### src/rtl/pdc_pkg.sv
package pdc_pkg;
  typedef enum logic [1:0] {
    ST_RUN  = 2'd0,
    ST_SBY  = 2'd1,
    ST_WAIT = 2'd2
  } pdc_state_e;

  localparam int unsigned SEL_W = 3;
  localparam logic [SEL_W-1:0] SEL_RSVD  = 3'b110;
  localparam logic [SEL_W-1:0] SEL_SHORT = 3'b111;
  localparam int unsigned LONG_STEPS = 5;  // codes 0..5 double the wait
endpackage

### src/rtl/pdc_cfg_regs.sv
module pdc_cfg_regs
  import pdc_pkg::*;
(
  input  logic             clk_i,
  input  logic             rst_ni,
  input  logic             we_i,
  input  logic [SEL_W-1:0] sel_i,
  input  logic             sby_en_i,
  input  logic             pol_i,
  output logic [SEL_W-1:0] sel_o,
  output logic             sby_en_o,
  output logic             pol_o,
  output logic             err_o
);
  always_ff @(posedge clk_i or negedge rst_ni) begin
    if (!rst_ni) begin
      sel_o    <= '0;
      sby_en_o <= 1'b0;
      pol_o    <= 1'b0;
      err_o    <= 1'b0;
    end else if (we_i) begin
      sel_o    <= sel_i;
      sby_en_o <= sby_en_i;
      pol_o    <= pol_i;
      if (sel_i == SEL_RSVD) err_o <= 1'b1;
    end
  end

  p_err_sticky_r6: assert property (@(posedge clk_i) disable iff (!rst_ni)
    err_o |=> err_o)
    else $error("sel_err cleared without reset");

  p_err_on_rsvd_r6: assert property (@(posedge clk_i) disable iff (!rst_ni)
    (we_i && sel_i == SEL_RSVD) |=> err_o)
    else $error("reserved write did not flag");
endmodule

### src/rtl/pdc_edge_sync.sv
module pdc_edge_sync #(
  parameter int unsigned STAGES = 2
) (
  input  logic clk_i,
  input  logic rst_ni,
  input  logic pin_i,
  input  logic pol_i,
  output logic edge_o
);
  localparam int unsigned LEN = STAGES + 1;  // extra stage holds previous value
  logic [LEN-1:0] chain_q;

  for (genvar g = 0; g < LEN; g++) begin : g_stage
    if (g == 0) begin : g_first
      always_ff @(posedge clk_i or negedge rst_ni) begin
        if (!rst_ni) chain_q[g] <= 1'b0;
        else         chain_q[g] <= pin_i;
      end
    end else begin : g_next
      always_ff @(posedge clk_i or negedge rst_ni) begin
        if (!rst_ni) chain_q[g] <= 1'b0;
        else         chain_q[g] <= chain_q[g-1];
      end
    end
  end

  logic cur, prv;
  assign cur = chain_q[LEN-2];
  assign prv = chain_q[LEN-1];
  assign edge_o = pol_i ? (cur & ~prv) : (~cur & prv);
endmodule

### src/rtl/pdc_wait_timer.sv
module pdc_wait_timer
  import pdc_pkg::*;
#(
  parameter int unsigned BASE_LOG2  = 13,
  parameter int unsigned SHORT_LOG2 = 4
) (
  input  logic             clk_i,
  input  logic             rst_ni,
  input  logic             load_i,
  input  logic             run_i,
  input  logic [SEL_W-1:0] sel_i,
  output logic             term_o
);
  localparam int unsigned CNT_W = BASE_LOG2 + LONG_STEPS + 1;
  localparam logic [CNT_W-1:0] ONE = CNT_W'(1);

  logic [CNT_W-1:0] cnt_q, lim_q, lim_sel;

  always_comb begin
    unique case (sel_i)
      SEL_RSVD:  lim_sel = ONE << (BASE_LOG2 + LONG_STEPS);
      SEL_SHORT: lim_sel = ONE << SHORT_LOG2;
      default:   lim_sel = ONE << (BASE_LOG2 + 32'(sel_i));
    endcase
  end

  always_ff @(posedge clk_i or negedge rst_ni) begin
    if (!rst_ni) begin
      cnt_q <= '0;
      lim_q <= '0;
    end else if (load_i) begin
      cnt_q <= '0;
      lim_q <= lim_sel;  // captured once per wake
    end else if (run_i) begin
      cnt_q <= cnt_q + ONE;
    end
  end

  assign term_o = run_i && (cnt_q == lim_q - ONE);

  p_cnt_in_range_r4: assert property (@(posedge clk_i) disable iff (!rst_ni)
    run_i |-> (cnt_q < lim_q))
    else $error("wait counter passed its limit");

  p_lim_held_r9: assert property (@(posedge clk_i) disable iff (!rst_ni)
    (run_i && !load_i && $past(run_i)) |-> $stable(lim_q))
    else $error("wait limit changed mid-count");
endmodule

### src/rtl/pdc_standby_ctrl.sv
module pdc_standby_ctrl
  import pdc_pkg::*;
#(
  parameter int unsigned BASE_LOG2   = 13,
  parameter int unsigned SHORT_LOG2  = 4,
  parameter int unsigned SYNC_STAGES = 2
) (
  input  logic             clk_i,
  input  logic             rst_ni,
  input  logic             cfg_we_i,
  input  logic [SEL_W-1:0] cfg_sel_i,
  input  logic             cfg_sby_en_i,
  input  logic             cfg_pol_i,
  input  logic             sleep_i,
  input  logic             nmi_i,
  output logic             clk_en_o,
  output logic             wake_done_o,
  output logic             sel_err_o
);
  logic [SEL_W-1:0] sel_q;
  logic sby_en_q, pol_q, wake_edge, term, load;
  pdc_state_e state_q, state_d;

  pdc_cfg_regs u_cfg (
    .clk_i, .rst_ni,
    .we_i     (cfg_we_i),
    .sel_i    (cfg_sel_i),
    .sby_en_i (cfg_sby_en_i),
    .pol_i    (cfg_pol_i),
    .sel_o    (sel_q),
    .sby_en_o (sby_en_q),
    .pol_o    (pol_q),
    .err_o    (sel_err_o)
  );

  pdc_edge_sync #(.STAGES(SYNC_STAGES)) u_sync (
    .clk_i, .rst_ni,
    .pin_i  (nmi_i),
    .pol_i  (pol_q),
    .edge_o (wake_edge)
  );

  pdc_wait_timer #(.BASE_LOG2(BASE_LOG2), .SHORT_LOG2(SHORT_LOG2)) u_timer (
    .clk_i, .rst_ni,
    .load_i (load),
    .run_i  (state_q == ST_WAIT),
    .sel_i  (sel_q),
    .term_o (term)
  );

  assign load = (state_q == ST_SBY) && wake_edge;

  always_comb begin
    state_d = state_q;
    unique case (state_q)
      ST_RUN:  if (sleep_i && sby_en_q) state_d = ST_SBY;
      ST_SBY:  if (wake_edge) state_d = ST_WAIT;
      ST_WAIT: if (term) state_d = ST_RUN;
      default: state_d = ST_RUN;
    endcase
  end

  always_ff @(posedge clk_i or negedge rst_ni) begin
    if (!rst_ni) begin
      state_q     <= ST_RUN;
      wake_done_o <= 1'b0;
    end else begin
      state_q     <= state_d;
      wake_done_o <= term;
    end
  end

  assign clk_en_o = (state_q == ST_RUN);

  p_sleep_enters_r1: assert property (@(posedge clk_i) disable iff (!rst_ni)
    (clk_en_o && sleep_i && sby_en_q) |=> !clk_en_o)
    else $error("standby not entered");

  p_sleep_ignored_r2: assert property (@(posedge clk_i) disable iff (!rst_ni)
    (clk_en_o && !sby_en_q) |=> clk_en_o)
    else $error("clock gated with standby disabled");

  p_done_with_rise_r7: assert property (@(posedge clk_i) disable iff (!rst_ni)
    $rose(clk_en_o) |-> wake_done_o)
    else $error("clock released without wake_done");

  p_done_single_r7: assert property (@(posedge clk_i) disable iff (!rst_ni)
    wake_done_o |=> !wake_done_o)
    else $error("wake_done wider than one cycle");

  p_sby_holds_r8: assert property (@(posedge clk_i) disable iff (!rst_ni)
    (state_q == ST_SBY && !wake_edge) |=> (state_q == ST_SBY))
    else $error("standby left without wake edge");
endmodule

### config.mk
export PLATFORM = sky130hd
export DESIGN_NAME = pdc_standby_ctrl
export DESIGN_NICKNAME = d
export VERILOG_FILES = /design/src/rtl/pdc_pkg.sv /design/src/rtl/pdc_cfg_regs.sv /design/src/rtl/pdc_edge_sync.sv /design/src/rtl/pdc_wait_timer.sv /design/src/rtl/pdc_standby_ctrl.sv
export SDC_FILE = /design/constraint.sdc
export NUM_CORES = 1
export LEC_CHECK = 0
export BUFFER_PORTS_ARGS = -buffer_cell sky130_fd_sc_hd__buf_2
export CORE_ASPECT_RATIO = 0.75
export CORE_UTILIZATION = 58
export CTS_BUF_LIST = sky130_fd_sc_hd__clkbuf_4
export DETAILED_ROUTE_END_ITERATION = 7
export PLACE_DENSITY_LB_ADDON = 0.05
export SYNTH_ARGS = -nofsm -noshare
export SYNTH_HDL_FRONTEND = slang
export SYNTH_SLANG_ARGS = --single-unit
### constraint.sdc
create_clock -name clk_i -period 2.3 [get_ports clk_i]
set_input_delay 0.345 -clock clk_i [delete_from_list [all_inputs] [get_ports clk_i]]
set_output_delay 0.345 -clock clk_i [all_outputs]
set_load 0.01 [all_outputs]
==> results.json <==
{
  "status": "finished clean",
  "finalPower_mw": 3.06,
  "synth_most_common_cell": "dfrtp_1",
  "finalCriticalPeriod_ps": 2190,
  "drt_wl_total_mm": 6.83,
  "clkPwrFrac": 0.180,
  "relSlewSlack": 0.577,
  "core-area_mm2": 0.00490,
  "ant_nets": 0,
  "drv_slew": 0,
  "rsz0062_at_grt": "true",
  "tns_ps": 0,
  "grt_usage": 0.276,
  "cts_root_buf": "clkbuf_4",
  "antenna_found_initial": 0,
  "post-route-period-util": 0.951,
  "drtIter0Drc": 200,
  "ys_types": 54,
  "intPower_mw": 1.89,
  "setup_violations": 0,
  "place_ws_ps": 41.2,
  "cts_tree": "built",
  "worstPathMaxFanout": 4,
  "tightestPinTransition_ps": 634,
  "start_kind": "flip-flop",
  "cap_viol_max_count": 0,
  "yosys-top-cells-count": "dfrtp_1, nand2_1, o21ai_0",
  "globalRouteOverflowTotal": 0,
  "yosysWarnings": 0,
  "clock_latency_ps": 390,
  "ioPinCount": 13,
  "n_antenna_cell": 0,
  "dr.pass1.iters": 7,
  "grt_first_pass_wirelength_mm": 11.3,
  "cts_num_sinks": 50,
  "switching_share": 0.382,
  "gp_congestion": 0.842,
  "criticalPathCategory": "flip-flop to flip-flop",
  "wire_per_inst_um": 16.7,
  "synth_cells": 323,
  "cp.arrival_ps": 2500,
  "comb_power_share": 0.465,
  "nets": 361,
  "p_leak_nw": 1.42,
  "synthFlopType": "dfrtp_1",
  "dpl.hpwl_mm": 4.99,
  "power.share.sequential": 0.355,
  "drc_errors": 0,
  "port_buffers": 12,
  "cts_max_path_buffers": 2,
  "drive_above_1_share": 0.210,
  "n_fill_cell": 414,
  "dieHeight_um": 64.0,
  "yosysTopAreaCellShare": 0.421,
  "fmax_ghz": 0.457,
  "final.setup_skew_ps": 12.0,
  "postLayoutCellArea_mm2": 0.00334,
  "holdCritPathClass": "input pin to asynchronous set/reset pin",
  "synth_nets": 337,
  "yosysSeqAreaShare": 0.421,
  "die_w_um": 84.7,
  "end_kind": "flip-flop",
  "ys_seq_elements": 50,
  "grt_pass1_vias": 2243,
  "syn2layout_area_growth_pct": 12.2,
  "final_cells": 408,
  "cts_made_buffers": 5,
  "synth_async_sr_flop_share": 1.00,
  "syn_area_per_cell_um2": 9.21,
  "ir_drop_v": 0.000563,
  "via_per_inst": 6.16,
  "synth_top_area_cell": "dfrtp_1",
  "fp-row-count": 22,
  "clkTransAtPathRegs_ps": 160,
  "cp.required_ps": 2610,
  "placed_cell_area_mm2": 0.00316,
  "dp.cells": 397,
  "finalHoldViolCount": 0,
  "netlist_area_mm2": 0.00298,
  "power.density_mw_per_mm2": 917,
  "synth_edf_count": 0,
  "grt_max_degree": 51,
  "initial_core_util": 0.607,
  "p_sw_mw": 1.17,
  "vias": 2513,
  "htree_levels": 2,
  "setup_slack_ps": 112,
  "synth_area_leaders": "dfrtp_1, o21ai_0, xnor2_1",
  "cts_hold_buf": 0,
  "die_area_mm2": 0.00542
}
[per-layer routing]
layer,share of wire,GRT usage,up-vias
li1,-,-,1225
met1,0.50,0.424,1200
met2,0.42,0.393,77
met3,0.065,0.0556,11
met4,0.015,0.0784,0
met5,0,0,-
[cell families after synthesis]
family | synth area share
simple gates | 0.293
compound gates | 0.136
xor+xnor | 0.0770
buf+inv | 0.0378
fa+ha+maj | 0.0168
mux | 0.0185
flops | 0.421
[power groups by stage]
stage	Clock, mW	Sequential, mW	Combinational [mW]
3_3_place_gp	0	1.09	1.29
6_report	0.552	1.09	1.42
5_1_grt	0.597	1.10	1.57
3_5_place_dp	0	1.10	1.31
4_1_cts	0.562	1.08	1.33
2_1_floorplan	0	1.06	1.06
[final timing paths]
check                                         startpoint                            end  slack (ps)  depth (start not counted)
setup / recovery           u_timer.lim_q[12]$_DFFE_PN0P_          wake_done_o$_DFF_PN0_         110                          6
hold / removal                                    rst_ni   u_timer.lim_q[8]$_DFFE_PN0P_          20                          2
setup reg to reg           u_timer.lim_q[12]$_DFFE_PN0P_          wake_done_o$_DFF_PN0_         110                          6
hold reg to reg              u_sync.chain_q[0]$_DFF_PN0_           u_sync.cur$_DFF_PN0_         380                          0
max in group asynchronous                         rst_ni  u_timer.lim_q[13]$_DFFE_PN0P_        1810                          2
min in group clk_i                                 nmi_i    u_sync.chain_q[0]$_DFF_PN0_          50                          1
[cell type report]
cell class                 instances  area, um2  area share
sequential                        50       1250       0.376
inverter                           6       22.5     0.00675
timing repair buffer              32        226      0.0679
multi-input combinational        252       1670       0.501
tap                               60       75.1      0.0225
clock inverter                     3       48.8      0.0146
clock buffer                       5       37.5      0.0112
[stage by stage]
stage	hold WS [ps]	util
floorplan	49.4	-
global placement	335	0.646
detailed placement	346	0.646
CTS	42.7	0.664
global route	22.9	0.681
finish	22.8	0.681
[repair_timing]
item	in CTS	in global routing
pin swaps	1	7
endpoints found under the setup margin	1	2
gates resized for setup	1	16
setup buffers	0	3
[worst max-delay path: stages (launching register included)]
cell and delay, ps:
dfrtp_2 450, or4_1 580, nor4_4 400, xnor2_2 160, o21ai_1 90, a31o_1 200, nor4_2 230
[placed cells by master, fill, tap and decap left out, types with 2 or more instances in the layout]
cell and n:
dfrtp_1 47, nand2_1 38, o21ai_0 34, nand3_1 22, nor2_1 21, buf_4 18, xnor2_1 16, nand4_1 14
buf_2 12, a21oi_1 8, nor2b_1 7, xor2_1 6, inv_1 5, nor4_2 5, nor3_1 5, o31ai_1 5
clkbuf_4 5, or3_1 4, a31oi_1 4, nand2b_1 4, mux2_2 4, and2_1 4, and3b_1 3, or4_4 3
o41ai_1 3, ha_1 3, dfrtp_2 3, nor4_4 2, a21oi_2 2, nand4b_1 2, nor4_1 2, a22oi_1 2
o21ai_1 2, or2_2 2, and3_1 2
[flip-flops by register name, summed over array words and instances, names as in the netlist]
name and count:
state_q 2, u_cfg.err_o 1, u_cfg.pol_o 1, u_cfg.sby_en_o 1, u_cfg.sel_o 3, u_sync.chain_q 1
u_sync.cur 1, u_sync.prv 1, u_timer.cnt_q 19, u_timer.lim_q 19, wake_done_o 1
(Power assumes the default switching activity.)
